[config.mk]
export PLATFORM = sky130hd
export DESIGN_NAME = manchester_oneshot_decoder
export DESIGN_NICKNAME = d
export VERILOG_FILES = /design/src/rtl/mdec_pkg.sv /design/src/rtl/mdec_line_sync.sv /design/src/rtl/mdec_holdoff_timer.sv /design/src/rtl/mdec_bit_capture.sv /design/src/rtl/manchester_oneshot_decoder.sv
export SDC_FILE = /design/constraint.sdc
export NUM_CORES = 1
export LEC_CHECK = 0
export ABC_CLOCK_PERIOD_IN_PS = 1400
export BUFFER_PORTS_ARGS = -buffer_cell sky130_fd_sc_hd__buf_4
export CAP_MARGIN = 0
export CORE_AREA = 2 2 39 41
export CTS_BUF_LIST = sky130_fd_sc_hd__clkbuf_8
export CTS_CLUSTER_SIZE = 8
export DETAILED_ROUTE_END_ITERATION = 10
export DIE_AREA = 0 0 41 43
export PLACE_DENSITY = 0.45
export SETUP_SLACK_MARGIN = 0.15
export SYNTH_ARGS = -nofsm -noshare
export SYNTH_HDL_FRONTEND = slang
export SYNTH_SLANG_ARGS = --single-unit
export TNS_END_PERCENT = 1
[constraint.sdc]
create_clock -name clk -period 1.4 [get_ports clk]
set_input_delay 0.07 -clock clk [delete_from_list [all_inputs] [get_ports clk]]
set_output_delay 0.07 -clock clk [all_outputs]
set_load 0.01 [all_outputs]
[src/rtl/mdec_pkg.sv]
// Shared definitions for the Manchester hold-off decoder.
// Assumes nothing beyond integer oversampling ratios of at least 4.
package mdec_pkg;

    // Default hold-off: three quarters of a bit period in sample cycles.
    function automatic int unsigned holdoff_for(input int unsigned oversample);
        return (oversample * 3) / 4;
    endfunction

    // Counter width that can hold the value n.
    function automatic int unsigned width_for(input int unsigned n);
        return (n < 2) ? 1 : $clog2(n + 1);
    endfunction

endpackage

[src/rtl/mdec_line_sync.sv]
// Synchroniser and edge detector for the asynchronous line input.
// Assumes the line is low when reset ends; all stages reset to 0.
module mdec_line_sync #(
    parameter int unsigned SYNC_STAGES = 2
) (
    input  logic clk,
    input  logic rst_n,
    input  logic line_i,
    output logic level_o,
    output logic edge_o
);
    localparam int unsigned LAST = SYNC_STAGES - 1;

    logic [LAST:0] stage_q;
    logic          prev_q;

    generate
        for (genvar s = 0; s < SYNC_STAGES; s++) begin : g_stage
            if (s == 0) begin : g_first
                // First stage samples the raw line.
                always_ff @(posedge clk) begin
                    if (!rst_n) stage_q[0] <= 1'b0;
                    else        stage_q[0] <= line_i;
                end
            end else begin : g_rest
                // Later stages shift the sample along the chain.
                always_ff @(posedge clk) begin
                    if (!rst_n) stage_q[s] <= 1'b0;
                    else        stage_q[s] <= stage_q[s-1];
                end
            end
        end
    endgenerate

    // Keep the previous synchronised level for edge comparison.
    always_ff @(posedge clk) begin
        if (!rst_n) prev_q <= 1'b0;
        else        prev_q <= stage_q[LAST];
    end

    // Level and edge presented to the decoder.
    always_comb begin
        level_o = stage_q[LAST];
        edge_o  = stage_q[LAST] ^ prev_q;
    end

    // an edge flag implies the synchronised level moved since last cycle.
    a_r10_edge_is_change: assert property (@(posedge clk) disable iff (!rst_n)
        edge_o |=> (prev_q == $past(level_o)));

endmodule

[src/rtl/mdec_holdoff_timer.sv]
// Digital one-shot: loads HOLDOFF on start and counts down to idle.
// Assumes start only arrives while idle; it is not retriggered by later edges.
module mdec_holdoff_timer #(
    parameter int unsigned HOLDOFF = 12
) (
    input  logic clk,
    input  logic rst_n,
    input  logic start_i,
    output logic idle_o
);
    localparam int unsigned CW = mdec_pkg::width_for(HOLDOFF);
    localparam logic [CW-1:0] LOAD = CW'(HOLDOFF);

    logic [CW-1:0] cnt_q;

    // Load on start, otherwise run down to zero and stop there.
    always_ff @(posedge clk) begin
        if (!rst_n)             cnt_q <= '0;
        else if (start_i)       cnt_q <= LOAD;
        else if (cnt_q != '0)   cnt_q <= cnt_q - 1'b1;
    end

    // Idle when the window has fully elapsed.
    always_comb idle_o = (cnt_q == '0);

    // a start always opens a full window.
    a_r5_full_reload: assert property (@(posedge clk) disable iff (!rst_n)
        start_i |=> (cnt_q == LOAD));

    // a running window steps down by one each cycle without restart.
    a_r4_steady_countdown: assert property (@(posedge clk) disable iff (!rst_n)
        (!start_i && cnt_q != '0) |=> (cnt_q == $past(cnt_q) - 1'b1));

endmodule

[src/rtl/mdec_bit_capture.sv]
// Output register: stores the inverse of the line level on each accepted edge.
// Assumes trig_i is a single-cycle pulse; resets to 1 (UART idle mark).
module mdec_bit_capture (
    input  logic clk,
    input  logic rst_n,
    input  logic trig_i,
    input  logic level_i,
    output logic bit_o,
    output logic bit_n_o,
    output logic valid_o
);
    logic data_q;
    logic valid_q;

    // Capture the decoded bit: rising mid-bit means 0, falling means 1.
    always_ff @(posedge clk) begin
        if (!rst_n)      data_q <= 1'b1;
        else if (trig_i) data_q <= ~level_i;
    end

    // Strobe follows the trigger by one register stage.
    always_ff @(posedge clk) begin
        if (!rst_n) valid_q <= 1'b0;
        else        valid_q <= trig_i;
    end

    // Drive both polarities and the strobe.
    always_comb begin
        bit_o   = data_q;
        bit_n_o = ~data_q;
        valid_o = valid_q;
    end

    // the bit moves only alongside a strobe.
    a_r9_hold_between: assert property (@(posedge clk) disable iff (!rst_n)
        !valid_q |-> $stable(data_q));

endmodule

[src/rtl/manchester_oneshot_decoder.sv]
// Manchester decoder with hold-off based clock recovery.
// Assumes the line is already squared, low at reset release, and the stream
// starts with a mid-bit transition; HOLDOFF must lie between OVERSAMPLE/2
// and OVERSAMPLE-1.
module manchester_oneshot_decoder #(
    parameter int unsigned OVERSAMPLE  = 16,
    parameter int unsigned HOLDOFF     = mdec_pkg::holdoff_for(OVERSAMPLE),
    parameter int unsigned SYNC_STAGES = 2
) (
    input  logic clk,
    input  logic rst_n,
    input  logic line_i,
    output logic bit_o,
    output logic bit_n_o,
    output logic bit_valid_o
);
    logic level;
    logic line_edge;
    logic timer_idle;
    logic accept;

    mdec_line_sync #(.SYNC_STAGES(SYNC_STAGES)) u_sync (
        .clk    (clk),
        .rst_n  (rst_n),
        .line_i (line_i),
        .level_o(level),
        .edge_o (line_edge)
    );

    // Only an edge seen with the timer idle counts as a mid-bit event.
    always_comb accept = line_edge & timer_idle;

    mdec_holdoff_timer #(.HOLDOFF(HOLDOFF)) u_timer (
        .clk    (clk),
        .rst_n  (rst_n),
        .start_i(accept),
        .idle_o (timer_idle)
    );

    mdec_bit_capture u_cap (
        .clk    (clk),
        .rst_n  (rst_n),
        .trig_i (accept),
        .level_i(level),
        .bit_o  (bit_o),
        .bit_n_o(bit_n_o),
        .valid_o(bit_valid_o)
    );

    // an edge during the window produces no strobe.
    a_r4_busy_edge_dropped: assert property (@(posedge clk) disable iff (!rst_n)
        (line_edge && !timer_idle) |=> !bit_valid_o);

    // every strobe is caused by an edge one cycle earlier.
    a_r10_strobe_has_cause: assert property (@(posedge clk) disable iff (!rst_n)
        bit_valid_o |-> $past(line_edge));

    // the stored bit is the inverse of the post-edge level.
    a_r2_polarity: assert property (@(posedge clk) disable iff (!rst_n)
        accept |=> (bit_o == !$past(level)));

    // strobes never come back to back.
    a_r6_single_pulse: assert property (@(posedge clk) disable iff (!rst_n)
        bit_valid_o |=> !bit_valid_o);

endmodule

==> results of run 1 <==
worst max-delay path, stage by stage, from the launching register on:
cell and delay (ns):
dfxtp_2 0.32, inv_2 0.08, ha_4 0.14, nor3b_4 0.28, nand2b_1 0.14, o22ai_1 0.14
through the flow:
step / setup slack (ns) / power (mW) / hold WS [ns]
3_5_place_dp: 0.1391 / 0.6965 / 0.2876
6_report: 0.2095 / 1.154 / 0.04624
2_1_floorplan: 0.2675 / 0.6221 / 0.1824
4_1_cts: 0.1504 / 1.047 / 0.04633
5_1_grt: 0.08675 / 1.249 / 0.05065
3_3_place_gp: 0.1613 / 0.6822 / 0.2772
cell type report:
type	count	share of cell area
inverter	5	0.03597
sequential	9	0.3501
timing repair buffer	9	0.1295
tap	16	0.03837
clock buffer	3	0.07914
multi-input combinational	24	0.3597
clock inverter	1	0.007194
power by group through the flow:
stage                     sequential, mW  clock (mW)  combinational [mW]
final                              0.379       0.292               0.482
after global routing               0.386       0.320               0.544
after CTS                          0.379       0.299               0.370
after detailed placement           0.381           0               0.315
after global placement             0.377           0               0.305
after floorplan                    0.373           0               0.249
kinds of logic (layout without fill, tap and decap cells):
logic type,count (synthesis),after routing
buffers and inverters,5,18
AOI/OAI and AO/OA,9,9
adders and majority gates,1,1
DFF,9,9
and+or+nand+nor,13,13
xor gates and xnor gates,1,1
layout by cell type, fill, tap and decap left out, types with 2 or more instances in the layout:
| cell | count |
|---|---|
| a211oi_1 | 2 |
| a21oi_1 | 2 |
| and2_1 | 3 |
| buf_4 | 9 |
| clkbuf_8 | 3 |
| dfxtp_1 | 7 |
| dfxtp_2 | 2 |
| inv_1 | 4 |
| inv_2 | 2 |
| nand2_1 | 3 |
| nand2b_1 | 2 |
timing repair:
item / 4_1_cts / 5_1_grt
resized for setup: 5 / 2
setup endpoints to repair: 2 / 4
setup buffers: 1 / 3
pin swaps: 3 / 2
layer usage:
layer / part of all wire / vias up / track usage
li1: - / 157 / -
met1: 0.38 / 136 / 0.1176
met2: 0.49 / 20 / 0.1438
met3: 0.091 / 3 / 0.03141
met4: 0.042 / 0 / 0.1000
met5: 0 / - / 0
worst paths after layout:
kind,from,end,slack (ns),cells past startpoint
setup / recovery,u_timer.cnt_q[0]$_SDFFE_PP0N_,u_timer.cnt_q[0]$_SDFFE_PP0N_,0.21,5
hold / removal,line_i,u_sync.stage_q[0]$_SDFF_PN0_,0.05,2
setup reg to reg,u_timer.cnt_q[0]$_SDFFE_PP0N_,u_timer.cnt_q[0]$_SDFFE_PP0N_,0.21,5
hold reg to reg,u_sync.stage_q[0]$_SDFF_PN0_,u_sync.level_o$_SDFF_PN0_,0.43,1
flip-flops by register name, indices dropped and copies added, names as in the netlist:
register,flops
u_sync.stage_q,1
u_sync.level_o,1
u_sync.prev_q,1
u_timer.cnt_q,4
u_cap.bit_o,1
u_cap.valid_o,1
==> results.cfg, run 1 <==
[finish]
fin_util = 0.3770
area.growth.synth_to_final_pct = 42.32
diodes = 0
seqCellArea_um2 = 182.7
design_area_um2 = 521.8
final.fill_count = 141
multiInputGateArea_um2 = 187.7
stdcell_count = 67
nNetsFinal = 56
drive_above_1_share = 0.3922

[worst_setup_path]
path_max_fanout = 6
crit_type = reg -> reg
crit_required_ns = 1.55
cp-end-kind = flop
worstPathArrival_ns = 1.34
cp-start-kind = flop

[yosys]
synth-xor-area-share = 0.02389
synth.top_cells.by_area = dfxtp_1, and2_1, inv_1
ys.flop_type = dfxtp_1
syn_area_um2 = 366.6
ys_seq_area_frac = 0.4915
synthSimpleGateAreaFrac = 0.2355
syn-num-nets = 42
synthCells = 38
netlist_top_cells_count = dfxtp_1, inv_1, and2_1, nand2_1
synth_top_family_by_area = simple AND/OR/NAND/NOR gates
ys_async_sr_fraction = 0
yosys.area.top_type_share = 0.4915
synth-compound-area-share = 0.1638
muxShareOfSynthArea = 0
synth_warnings = 0
synth_edf_count = 0
yosys.area.top_type = dfxtp_1
ys_types = 19
yosysMostFrequentCell = dfxtp_1
ys_ff_latch = 9
synth.avg_cell_area_um2 = 9.647
synth-adder-area-share = 0.03413

[floorplan]
dieArea_um2 = 1763
num_rows = 14
initial_core_util = 0.2649
dieHeight_um = 43
die_x_um = 41
ios = 6
core_um2 = 1384

[global_route]
grt_pass1_vias = 286
grt_use_total = 0.1039
antenna_found_initial = 0
grt_pass1_wl_um = 1159
overflow = 0
grt_max_degree = 10

[sta]
post-route-period-util = 0.8503
slew_violations = 0
setup_viol = 0
rsz0062_at_grt = yes
period_minus_slack_ns = 1.190
final.setup_skew_ns = 0.001362
hold_violations = 0
fmax_mhz = 840.0
timing.setup.tns_ns = 0
worstMarginPinSlew_ns = 0.2907
max_slew_margin = 0.8055

[clocking]
cts_buffers = 3
cts_hold_buf = 0
cts.clk_slew.worst_paths_ns = 0.04
cts_max_path_buffers = 2
cts_tree = built
worstSkewPairLatency_ns = 0.23
clock-root-buffer = clkbuf_8
clock-sinks = 9
cts_max_level = 1

[placed_design]
portBuffers = 5
placed_area_um2 = 424.2
gp_congestion = 0.6787
dpl.hpwl_um = 497.8
placed_cells = 59

[worst_hold_path]
hp-class = in -> reg

[route]
vias = 316
drtIter0Drc = 15
avgViaCountPerCell = 4.716
wl_per_cell_um = 10.39
postRouteAntennaNets = 0
post-route-drc-count = 0
wirelength_um = 696
firstDrtPassIters = 4

[power]
power.density_nw_per_um2 = 2212
irDropWorstVdd_mv = 0.7320
seq_power_share = 0.329
p_leak_nw = 0.2363
p_int_mw = 0.7940
share_comb_of_total_power = 0.418
swShare = 0.3119
clkPwrFrac = 0.253
netSwitchingPower_mw = 0.3600

[outcome]
run_status = completed

[job]
maxCapViolCount = 0
(Power assumes the default switching activity.)
==> run 2: changes to the inputs <==
==> constraint.sdc (replaced) <==
create_clock -name clk -period 1.4 [get_ports clk]
set_input_delay 0 -clock clk [delete_from_list [all_inputs] [get_ports clk]]
set_output_delay 0 -clock clk [all_outputs]
set_load 0.01 [all_outputs]
==> run 2 against run 1 <==
Design area rose by 1.9%. Largest cell class unchanged. Highest routed layer unchanged. Die area unchanged. Sequential share of layout area shrank 0.66 points. Final cell count grew 1.5%.
==> results.cfg, run 2 (synthesized netlist as in run 1, its figures left out) <==
[worst_setup_path]
cp-start-kind = flop
cp-end-kind = flop
critPathCapture = u_timer.cnt_q[0]$_SDFFE_PP0N_
rr_endpoint = u_timer.cnt_q[0]$_SDFFE_PP0N_
crit_required_ns = 1.55
path_max_fanout = 6
startpoint = u_timer.cnt_q[0]$_SDFFE_PP0N_
r2r_slack_ns = 0.21
worstPathArrival_ns = 1.35
crit_type = reg -> reg
reg2reg_depth = 5
r2r-start = u_timer.cnt_q[0]$_SDFFE_PP0N_

[sta]
fmax_mhz = 838.1
period_minus_slack_ns = 1.193
hold_violations = 0
setup_viol = 0
max_slew_margin = 0.8097
worstMarginPinSlew_ns = 0.2845
timing.setup.tns_ns = 0
rsz0062_at_grt = yes
slew_violations = 0
post-route-period-util = 0.8522
final.setup_skew_ns = 0.001258
whs_ns = 0.03452

[route]
firstDrtPassIters = 4
post-route-drc-count = 0
postRouteAntennaNets = 0
drtIter0Drc = 14
avgViaCountPerCell = 4.632
wirelength_um = 710
vias = 315
wl_per_cell_um = 10.44

[finish]
multiInputGateArea_um2 = 187.7
diodes = 0
seqCellArea_um2 = 182.7
area.growth.synth_to_final_pct = 45.05
final.fill_count = 140
regMostFlops = u_timer.cnt_q
final_common_cell = buf_4
largest_reg_flops = 4
nNetsFinal = 57
drive_above_1_share = 0.3846
mostFrequentLayoutCells = buf_4, dfxtp_1, inv_1

[outcome]
run_status = completed

[clocking]
cts.clk_slew.worst_paths_ns = 0.04
cts_max_path_buffers = 2
clock-root-buffer = clkbuf_8
clock-sinks = 9
cts_max_level = 1
worstSkewPairLatency_ns = 0.23
cts_buffers = 3
cts_tree = built

[power]
irDropWorstVdd_mv = 0.7337
netSwitchingPower_mw = 0.3617
swShare = 0.3124
power.density_nw_per_um2 = 2177
share_comb_of_total_power = 0.420
seq_power_share = 0.327
p_int_mw = 0.7961
p_leak_nw = 0.2404
clkPwrFrac = 0.252
power.total_mw = 1.158

[global_route]
grt_use_total = 0.1039
grt_pass1_wl_um = 1159
antenna_found_initial = 0
grt_pass1_vias = 286
overflow = 0
grt_max_degree = 10

[placed_design]
dpl.hpwl_um = 497.8
gp_congestion = 0.6787
portBuffers = 5

[floorplan]
die_x_um = 41
initial_core_util = 0.2649
ios = 6
core_um2 = 1384
dieHeight_um = 43
num_rows = 14
dieArea_um2 = 1763

[worst_hold_path]
min_path_cells = 2
hp-class = in -> reg

[job]
maxCapViolCount = 0
## run 2: cell count changes in the layout (fill, tap and decap cells not counted), sizes merged
| cell | previous run | this run |
|---|---|---|
| dlygate4sd3 | 0 | 1 |
## run 2: worst min-delay path by stage
stage | start | end | slack, ns
global route | rst_n | u_cap.bit_o$_SDFFE_PN1P_ | 0.05
detailed placement | line_i | u_sync.stage_q[0]$_SDFF_PN0_ | 0.22
CTS | rst_n | u_cap.bit_o$_SDFFE_PN1P_ | 0.04
floorplan | rst_n | u_cap.bit_o$_SDFFE_PN1P_ | 0.11
global placement | line_i | u_sync.stage_q[0]$_SDFF_PN0_ | 0.21
finish | rst_n | u_cap.bit_o$_SDFFE_PN1P_ | 0.03
## run 2: per-layer routing
metal	GRT usage	vias up	share of wire
li1	-	159	-
met1	0.1176	142	0.43
met2	0.1438	11	0.49
met3	0.03141	3	0.042
met4	0.1000	0	0.041
met5	0	-	0
## run 2: power groups by stage
stage               Combinational (mW)  Sequential [mW]  Clock (mW)
finish                           0.486            0.379       0.292
global route                     0.546            0.386       0.320
CTS                              0.372            0.379       0.299
detailed placement               0.315            0.381           0
global placement                 0.305            0.377           0
floorplan                        0.249            0.373           0
## run 2: stage by stage
stage / area, um^2 / util / setup WS (ns) / std cells
floorplan: 366.6 / - / 0.2675 / 38
global placement: 424.2 / 0.3065 / 0.1613 / 59
detailed placement: 424.2 / 0.3065 / 0.1391 / 59
CTS: 499.2 / 0.3608 / 0.1504 / 65
global route: 531.8 / 0.3843 / 0.08675 / 68
finish: 531.8 / 0.3843 / 0.2069 / 68
## run 2: worst max-delay path, cell delays in order (launching register included)
cell      delay, ns
dfxtp_2        0.32
inv_2          0.08
ha_4           0.14
nor3b_4        0.28
nand2b_1       0.14
o22ai_1        0.14
## run 2: what timing repair did
item | CTS | global route
gates resized for setup | 5 | 2
hold buffers | 1 | 0
endpoints found under the hold margin | 1 | 0
setup buffers | 1 | 3
setup endpoints to repair | 2 | 4
pin swaps | 3 | 2
## run 2: final cells by class
type / count / share of cell area
multi-input cells: 24 / 0.3529
flip-flops and latches: 9 / 0.3435
clock buffers: 3 / 0.07765
clock inverters: 1 / 0.007059
repair buffers: 10 / 0.1459
inverters: 5 / 0.03529
well taps: 16 / 0.03765
